**src/rtl/ssc_pkg.sv**
```systemverilog
package ssc_pkg;
  // Per-cycle command from the sweep control to the sweep datapath
  typedef struct packed {
    logic clear;   // force offset to zero
    logic down;    // falling-frequency ramp: offset grows
    logic up;      // rising-frequency ramp: offset shrinks
  } sweepCmd_t;
endpackage

```
**src/rtl/ssc_sweep_ctrl.sv**
```systemverilog
module ssc_sweep_ctrl
  import ssc_pkg::*;
(
  input  logic      clk,
  input  logic      rst,
  input  logic      spreadEn,
  input  logic      hitPeak,
  input  logic      hitZero,
  output sweepCmd_t cmd
);
  logic dirDown;

  always_comb begin
    cmd = '0;
    if (!spreadEn)     cmd.clear = 1'b1;
    else if (dirDown)  cmd.down  = 1'b1;
    else               cmd.up    = 1'b1;
  end

  always_ff @(posedge clk) begin
    if (rst || !spreadEn)          dirDown <= 1'b1;
    else if (dirDown && hitPeak)   dirDown <= 1'b0;
    else if (!dirDown && hitZero)  dirDown <= 1'b1;
  end

  // reaching the peak on the falling ramp turns the sweep around
  p_turn_at_peak_r4: assert property (@(posedge clk) disable iff (rst)
    (spreadEn && dirDown && hitPeak) |=> !dirDown);
  // reaching zero on the rising ramp turns the sweep around
  p_turn_at_zero_r5: assert property (@(posedge clk) disable iff (rst)
    (spreadEn && !dirDown && hitZero) |=> dirDown);
  // disabling spreading restores the downward direction
  p_dir_release_r2: assert property (@(posedge clk) disable iff (rst)
    !spreadEn |=> dirDown);
endmodule

```
**src/rtl/ssc_sweep_dp.sv**
```systemverilog
module ssc_sweep_dp
  import ssc_pkg::*;
#(
  parameter int INT_W  = 8,
  parameter int FRAC_W = 20
) (
  input  logic              clk,
  input  logic              rst,
  input  sweepCmd_t         cmd,
  input  logic [INT_W-1:0]  divInt,
  input  logic [FRAC_W-1:0] divFrac,
  input  logic [FRAC_W-1:0] stepSize,
  input  logic [FRAC_W-1:0] peakOffset,
  output logic              hitPeak,
  output logic              hitZero,
  output logic [INT_W-1:0]  wordInt,
  output logic [FRAC_W-1:0] wordFrac
);
  localparam int WORD_W = INT_W + FRAC_W;

  logic [FRAC_W-1:0] offReg;
  logic [FRAC_W:0]   upSum;
  logic [WORD_W-1:0] nomWord, effWord;

  assign upSum   = {1'b0, offReg} + {1'b0, stepSize};
  assign hitPeak = (upSum >= {1'b0, peakOffset});
  assign hitZero = (offReg <= stepSize);

  always_ff @(posedge clk) begin
    if (rst || cmd.clear)  offReg <= '0;
    else if (cmd.down)     offReg <= hitPeak ? peakOffset : upSum[FRAC_W-1:0];
    else if (cmd.up)       offReg <= hitZero ? '0 : (offReg - stepSize);
  end

  // Borrow from the integer part falls out of the full-width subtraction
  assign nomWord  = {divInt, divFrac};
  assign effWord  = nomWord - {{INT_W{1'b0}}, offReg};
  assign wordInt  = effWord[WORD_W-1:FRAC_W];
  assign wordFrac = effWord[FRAC_W-1:0];

  // the falling ramp never carries the offset past the peak
  p_peak_bound_r3: assert property (@(posedge clk) disable iff (rst)
    cmd.down |=> (offReg <= $past(peakOffset)));
  // slope on the falling ramp away from the peak
  p_down_slope_r4: assert property (@(posedge clk) disable iff (rst)
    (cmd.down && !hitPeak) |=> (offReg == $past(offReg) + $past(stepSize)));
  // slope on the rising ramp away from zero
  p_up_slope_r5: assert property (@(posedge clk) disable iff (rst)
    (cmd.up && !hitZero) |=> (offReg == $past(offReg) - $past(stepSize)));
  // offset released to zero when spreading is off
  p_clear_offset_r2: assert property (@(posedge clk) disable iff (rst)
    cmd.clear |=> (offReg == '0));
  // reset empties the offset
  p_reset_offset_r1: assert property (@(posedge clk)
    rst |=> (offReg == '0));
endmodule

```
**src/rtl/ssc_mash111.sv**
```systemverilog
module ssc_mash111 #(
  parameter int INT_W  = 8,
  parameter int FRAC_W = 20
) (
  input  logic              clk,
  input  logic              rst,
  input  logic [INT_W-1:0]  wordInt,
  input  logic [FRAC_W-1:0] wordFrac,
  output logic [INT_W-1:0]  modulus
);
  localparam int ORDER = 3;
  localparam int EXT_W = INT_W + 2;

  logic [ORDER-1:0][FRAC_W-1:0] stageIn;
  logic [ORDER-1:0]             carry;
  logic                         c2Dly, c3Dly, c3Dly2;
  logic signed [3:0]            ySum;
  logic signed [EXT_W-1:0]      modNext;
  logic [INT_W-1:0]             modReg;

  assign stageIn[0] = wordFrac;

  for (genvar g = 0; g < ORDER; g++) begin : g_stage
    logic [FRAC_W-1:0] accR;
    logic [FRAC_W:0]   sum;
    assign sum      = {1'b0, accR} + {1'b0, stageIn[g]};
    assign carry[g] = sum[FRAC_W];
    if (g < ORDER - 1) begin : g_chain
      assign stageIn[g+1] = sum[FRAC_W-1:0];
    end
    always_ff @(posedge clk) begin
      if (rst) accR <= '0;
      else     accR <= sum[FRAC_W-1:0];
    end
  end

  always_ff @(posedge clk) begin
    if (rst) begin
      c2Dly  <= 1'b0;
      c3Dly  <= 1'b0;
      c3Dly2 <= 1'b0;
    end else begin
      c2Dly  <= carry[1];
      c3Dly  <= carry[2];
      c3Dly2 <= c3Dly;
    end
  end

  // c1 + (1 - z^-1) c2 + (1 - z^-1)^2 c3
  assign ySum = $signed({3'b000, carry[0]})
              + $signed({3'b000, carry[1]}) - $signed({3'b000, c2Dly})
              + $signed({3'b000, carry[2]}) - $signed({2'b00, c3Dly, 1'b0})
              + $signed({3'b000, c3Dly2});

  assign modNext = $signed({2'b00, wordInt}) + EXT_W'(ySum);

  always_ff @(posedge clk) begin
    if (rst) modReg <= '0;
    else     modReg <= modNext[INT_W-1:0];
  end

  assign modulus = modReg;

  // modulus stays within -3..+4 of the integer part it was built from
  p_mod_range_r7: assert property (@(posedge clk) disable iff (rst)
    !rst |=> ((int'(modReg) - int'($past(wordInt)) >= -3) &&
              (int'(modReg) - int'($past(wordInt)) <= 4)));
  // reset empties the output register
  p_reset_mod_r1: assert property (@(posedge clk)
    rst |=> (modReg == '0));
  // a zero fraction produces no dither once the cascade has settled
  p_no_dither_r10: assert property (@(posedge clk) disable iff (rst)
    (wordFrac == '0 && $past(wordFrac) == '0 && $past(wordFrac, 2) == '0 &&
     !$past(rst) && !$past(rst, 2) && !$past(rst, 3) &&
     g_stage[0].accR == '0 && g_stage[1].accR == '0 && g_stage[2].accR == '0 &&
     !c2Dly && !c3Dly && !c3Dly2) |=> (modReg == $past(wordInt)));
endmodule

```
**src/rtl/ssc_divider_ctrl.sv**
```systemverilog
module ssc_divider_ctrl
  import ssc_pkg::*;
#(
  parameter int INT_W  = 8,
  parameter int FRAC_W = 20
) (
  input  logic              clk,
  input  logic              rst,
  input  logic              spreadEn,
  input  logic [INT_W-1:0]  divInt,
  input  logic [FRAC_W-1:0] divFrac,
  input  logic [FRAC_W-1:0] stepSize,
  input  logic [FRAC_W-1:0] peakOffset,
  output logic [INT_W-1:0]  modulus
);
  sweepCmd_t         cmd;
  logic              hitPeak, hitZero;
  logic [INT_W-1:0]  wordInt;
  logic [FRAC_W-1:0] wordFrac;

  ssc_sweep_ctrl i_ctrl (
    .clk(clk), .rst(rst), .spreadEn(spreadEn),
    .hitPeak(hitPeak), .hitZero(hitZero), .cmd(cmd)
  );

  ssc_sweep_dp #(.INT_W(INT_W), .FRAC_W(FRAC_W)) i_dp (
    .clk(clk), .rst(rst), .cmd(cmd),
    .divInt(divInt), .divFrac(divFrac),
    .stepSize(stepSize), .peakOffset(peakOffset),
    .hitPeak(hitPeak), .hitZero(hitZero),
    .wordInt(wordInt), .wordFrac(wordFrac)
  );

  ssc_mash111 #(.INT_W(INT_W), .FRAC_W(FRAC_W)) i_mash (
    .clk(clk), .rst(rst),
    .wordInt(wordInt), .wordFrac(wordFrac), .modulus(modulus)
  );
endmodule

```
**config.mk**
```make
export PLATFORM = sky130hd
export DESIGN_NAME = ssc_divider_ctrl
export DESIGN_NICKNAME = d
export VERILOG_FILES = /design/src/rtl/ssc_pkg.sv /design/src/rtl/ssc_sweep_ctrl.sv /design/src/rtl/ssc_sweep_dp.sv /design/src/rtl/ssc_mash111.sv /design/src/rtl/ssc_divider_ctrl.sv
export SDC_FILE = /design/constraint.sdc
export NUM_CORES = 1
export LEC_CHECK = 0
export BUFFER_PORTS_ARGS = -buffer_cell sky130_fd_sc_hd__buf_2
export CAP_MARGIN = 10
export CORE_MARGIN = 2
export CORE_UTILIZATION = 40
export CTS_CLUSTER_SIZE = 16
export DETAILED_ROUTE_END_ITERATION = 16
export GPL_ROUTABILITY_DRIVEN = 0
export SETUP_SLACK_MARGIN = 0.1
export SYNTH_ARGS = -nofsm -noshare
export SYNTH_HDL_FRONTEND = slang
export SYNTH_SLANG_ARGS = --single-unit
```
**constraint.sdc**
```tcl
create_clock -name clk -period 13.9 [get_ports clk]
set_input_delay 2.78 -clock clk [delete_from_list [all_inputs] [get_ports clk]]
set_output_delay 2.78 -clock clk [all_outputs]
set_load 0.05 [all_outputs]
```
Word-level counts from Yosys, hierarchy flattened
Index checks and enable logic that the tools add are counted.

Add/subtract/negate cells: 12. $lt $le $gt $ge: 2. Mux-type cells: 10. Reductions and logical operators: 8.

Operators with widths (number): 20-bit by 20-bit adder with 21-bit output (4); 20-bit 2-to-1 mux (4); 28-bit by 20-bit subtractor with 28-bit output (1); 21-bit by 20-bit greater-or-equal comparator with 1-bit output (1); 20-bit <= comparator (1); 20-bit subtractor (1); 4-bit by 2-bit adder with 4-bit output (2); 8-bit by 4-bit adder with 8-bit output (1); 1-bit 2-to-1 mux (5); 2-bit nonzero test (2); 4-bit by 2-bit subtractor with 4-bit output (1); 4-bit by 3-bit subtractor with 4-bit output (1); 1-bit by 1-bit adder with 2-bit output (1); 1-bit logical AND (2); 1-bit zero test (2); 1-bit logical OR (2); 2-bit 2-to-1 mux (1).

Register bits: 92. Bits of input ports: 71. Output and inout bits: 8. Word-level logic and storage cells: 41.

Depth between registers and ports, before layout
Depth after elaboration: 9. Mapped depth: 45.

Hierarchy
Synthesis repeated with hierarchy kept, for this count alone.

Cell total of the unflattened synthesis: 1355. Area total of the unflattened synthesis: 10581.4 um^2.

By module, submodules not included: ssc_mash111 (times used 1, cells an instance 653, area an instance 5537.8 um^2); ssc_sweep_dp (times used 1, cells an instance 695, area an instance 4989.8 um^2); ssc_sweep_ctrl (times used 1, cells an instance 7, area an instance 53.8 um^2).

Worst setup path before layout
Ideal clock, no wire load.

Kind: input to register. From: input divFrac[0]. To: register i_mash.modReg[7], in the netlist i_mash.modulus[7]. Library setup time: 136 ps. Data arrival time: 10979 ps. Data required time: 13764 ps. Slack: 2785 ps. Stages on the path: 43. Buffers on the path: 0. Cell sequence: inv_1 ha_1 inv_1 fa_1 a211oi_1 o21bai_1 a21oi_1 xnor2_1 ha_1 and4_1 a21oi_1 o31ai_1 or2_2 nand3_1 nand2_1 xor2_1 ha_1 or3_1 [... 7 more ...] a21o_1 or4_1 a31oi_2 o21ai_1 a31oi_1 ha_1 inv_1 fa_1 ha_1 inv_1 ha_1 inv_1 ha_1 a21oi_1 nor2_1 and3_1 o41ai_1 o211ai_1.

Elaborated cells on any way between the ends: 10. Classes of those cells: add/sub: 10.

RTL lines: start: declaration (line ssc_divider_ctrl.sv:11) `input logic [FRAC_W-1:0] divFrac,`; 28-bit by 20-bit subtractor with 28-bit output (line ssc_sweep_dp.sv:37) `assign effWord = nomWord - {{INT_W{1'b0}}, offReg};`; 20-bit by 20-bit adder with 21-bit output (line ssc_mash111.sv:26) `assign sum = {1'b0, accR} + {1'b0, stageIn[g]};`; via i_mash.g_stage[0].sum[9] (line ssc_mash111.sv:25) `logic [FRAC_W:0] sum;`; 20-bit by 20-bit adder with 21-bit output (line ssc_mash111.sv:26); via i_mash.g_stage[1].sum[13] (line ssc_mash111.sv:25); 20-bit by 20-bit adder with 21-bit output (line ssc_mash111.sv:26); 4-bit by 2-bit adder with 4-bit output (line ssc_mash111.sv:52) `+ $signed({3'b000, carry[2]}) - $signed({2'b00, c3Dly, 1'b0})`; 4-bit by 3-bit subtractor with 4-bit output (line ssc_mash111.sv:52); 4-bit by 2-bit adder with 4-bit output (line ssc_mash111.sv:53) `+ $signed({3'b000, c3Dly2});`; 8-bit by 4-bit adder with 8-bit output (line ssc_mash111.sv:55) `assign modNext = $signed({2'b00, wordInt}) + EXT_W'(ySum);`; end signal: assignment (line ssc_mash111.sv:59) `else modReg <= modNext[INT_W-1:0];`; end: declaration (line ssc_mash111.sv:19) `logic [INT_W-1:0] modReg;`.

The timed path passes the listed nets, and every way through them passes these cells. A chain may end at the register's enable or synchronous reset.

Worst setup path after layout
Ends and elaborated chain as after synthesis.

==> results_dict.tcl <==
set metrics [dict create \
    status "finished, final reports clean" \
    async_reset_ff_share_pct 0 \
    clockBufferDepth 2 \
    cts_buffers 9 \
    fin_nets 1459 \
    dieHeight_um 156.9 \
    grt_use_met2_pct 28.91 \
    criticalPathCategory "in2reg" \
    initial_core_util_pct 41.05 \
    wirelength_um 21430 \
    dieWidth_um 156.9 \
    cts_setup_buffers 0 \
    drt_first_iter_violations 411 \
    required_ns 14.17 \
    grt_pass1_wl_um 35620 \
    drv_cap 0 \
    synth_ff_type "dfxtp_1" \
    ant_nets 0 \
    postLayoutCoreUtil_pct 45.21 \
    synth.avg_cell_area_um2 8.020 \
    fin_worst_skew_ns 0.009469 \
    synth-seq-cells 92 \
    synth_cells 1166 \
    track_usage_pct 17.77 \
    dr.pass1.iters 6 \
    fp-row-count 55 \
    grt_pass1_vias 7494 \
    cts_resized 0 \
    slowest_delay_ns 0.50 \
    fillCellCount 2293 \
    worst_path_max_delay_cell "or4_1" \
    worstMarginPinSlew_ns 0.9984 \
    multi_input_area_um2 6943 \
    drive_above_1_share_pct 9.927 \
    hp-class "reg2reg" \
    grt-ovfl-total 0 \
    top_usage_layer "met2" \
    clk_pin_slew_ns 0.07 \
    grt_max_degree 44 \
    finalSetupViolCount 0 \
    globalRouteMet1Util_pct 24.86 \
    holdCritStartpoint "i_mash.c3Dly" \
    vias 8119 \
    detailed_place_hpwl_um 17180 \
    timing.critical_path.mode_cell "ha_1" \
    hold_buffers 0 \
    max_slew_margin_pct 33.44 \
    ff_latch_area_um2 1842 \
    syn-cell-area_um2 9351 \
    io_pins 79 \
    htreeDepth 3 \
    critPathCaptureType "flip-flop" \
    antenna_found_initial 0 \
    io_buffers 78 \
    slew_viol_final 0 \
    postSynthNetCount 1401 \
    clockRootBuffer "clkbuf_16" \
    post_drt_via_cell_ratio 5.265 \
    period_share_pct 84.29 \
    fp.coreArea_um2 22780 \
    syn_to_final_growth_pct 10.12 \
    max_freq_ghz 0.08535 \
    cts_tree "built" \
    critical_path_arrival_ns 11.99 \
    finalHoldViolations 0 \
    yosysWarnings 0 \
    start_kind "input pin" \
    critPathMaxFanout 5 \
    rr_startpoint "i_dp.offReg[0]" \
    cts.sinks 92 \
    die_area_um2 24620 \
    synth_edf_count 0 \
    hold-worst-slack_ns 0.4846 \
    rsz0062_at_grt "no" \
    avgRoutedWirePerCell_um 13.90 \
    seq_area_frac_synth_pct 19.69 \
    fin_crit_ns 11.72 \
    yosysUniqueCellTypes 69 \
    critPathLaunch "divFrac[0]" \
    setup_tns_ns 0 \
    drcViolationCount 0 \
    met3_usage_pct 2.671 \
    clkLatencyLatePin_ns 0.35 \
    diodes 0 \
]
[registers in the layout, indices dropped and copies added (netlist names)]
name,count
i_mash.g_stage.accR,60
i_dp.offReg,20
i_mash.c3Dly2,1
i_mash.modulus,8
i_mash.c2Dly,1
i_mash.c3Dly,1
i_ctrl.dirDown,1
[cells in the mapped netlist, drive strengths merged (19+ instances only)]
library cell / n / area [um^2]
a21o: 29 / 217.7
a21oi: 103 / 530.5
and2: 33 / 209.0
clkbuf: 20 / 75.07
dfxtp: 92 / 1842
ha: 155 / 1939
inv: 108 / 405.4
mux2i: 21 / 210.2
nand2: 57 / 214.0
nand3: 19 / 95.09
nor2: 103 / 386.6
nor2b: 23 / 143.9
nor3: 35 / 185.2
o21ai: 53 / 269.0
o22ai: 21 / 131.4
xnor2: 70 / 613.1
xor2: 42 / 367.9
[per-stage QoR]
stage               worst slack (ns)  area [um^2]  cells
floorplan                      2.785         9351   1166
detailed placement             1.946         9980   1526
finish                         2.184        10300   1542
global placement               2.187         9980   1526
global route                   1.506        10300   1542
CTS                            2.237        10300   1542
[logic make-up (layout without fill, tap and decap cells)]
| group | count (synthesis) | count (layout) | share of synthesized area (%) |
|---|---|---|---|
| compound gates | 310 | 310 | 21.55 |
| xor+xnor | 112 | 112 | 10.49 |
| fa+ha+maj | 164 | 164 | 22.67 |
| buf+inv | 140 | 203 | 6.061 |
| flops | 92 | 92 | 19.69 |
| mux | 22 | 22 | 2.368 |
| simple gates | 326 | 326 | 17.17 |
[final timing paths]
kind	slack, ns	end	cells past startpoint
min	0.48	i_mash.c3Dly2	2
min reg2reg	0.48	i_mash.c3Dly2	2
max reg2reg	4.31	i_mash.modulus[7]	43
max	2.18	i_mash.modulus[7]	45
[metal layers]
metal	up-vias	share of wire (%)
met5	-	0
met3	8	4.7
li1	4222	-
met1	3725	50
met4	0	0.79
met2	164	44
[layout by cell type, fill, tap and decap left out, drive strengths merged, types with 23 or more instances in the layout]
cell type / Yosys / final
a21o: 29 / 29
a21oi: 103 / 103
and2: 33 / 33
buf: 12 / 79
dfxtp: 92 / 92
ha: 155 / 155
inv: 108 / 111
nand2: 57 / 57
nor2: 103 / 103
nor2b: 23 / 23
nor3: 35 / 35
o21ai: 53 / 53
xnor2: 70 / 70
xor2: 42 / 42
[worst max-delay path: cells and delay by family]
| kind | cells | cell delay [ns] |
|---|---|---|
| AO/OA/AOI/OAI | 17 | 3.61 |
| adder cells (fa/ha/maj) | 10 | 2.82 |
| AND/OR/NAND/NOR | 9 | 1.96 |
| XOR/XNOR | 3 | 0.47 |
| buffers and inverters | 6 | 0.34 |
[area by class of cell]
class	instances	area share, %
clock buffer	9	2.187
clock inverter	7	0.8991
inverter	108	3.937
multi-input combinational	934	67.42
sequential	92	17.89
tap	313	3.803
timing repair buffer	79	3.864
Power is not shown: default switching activity piles up to over one toggle a cycle in this logic, so the estimate is an artifact.
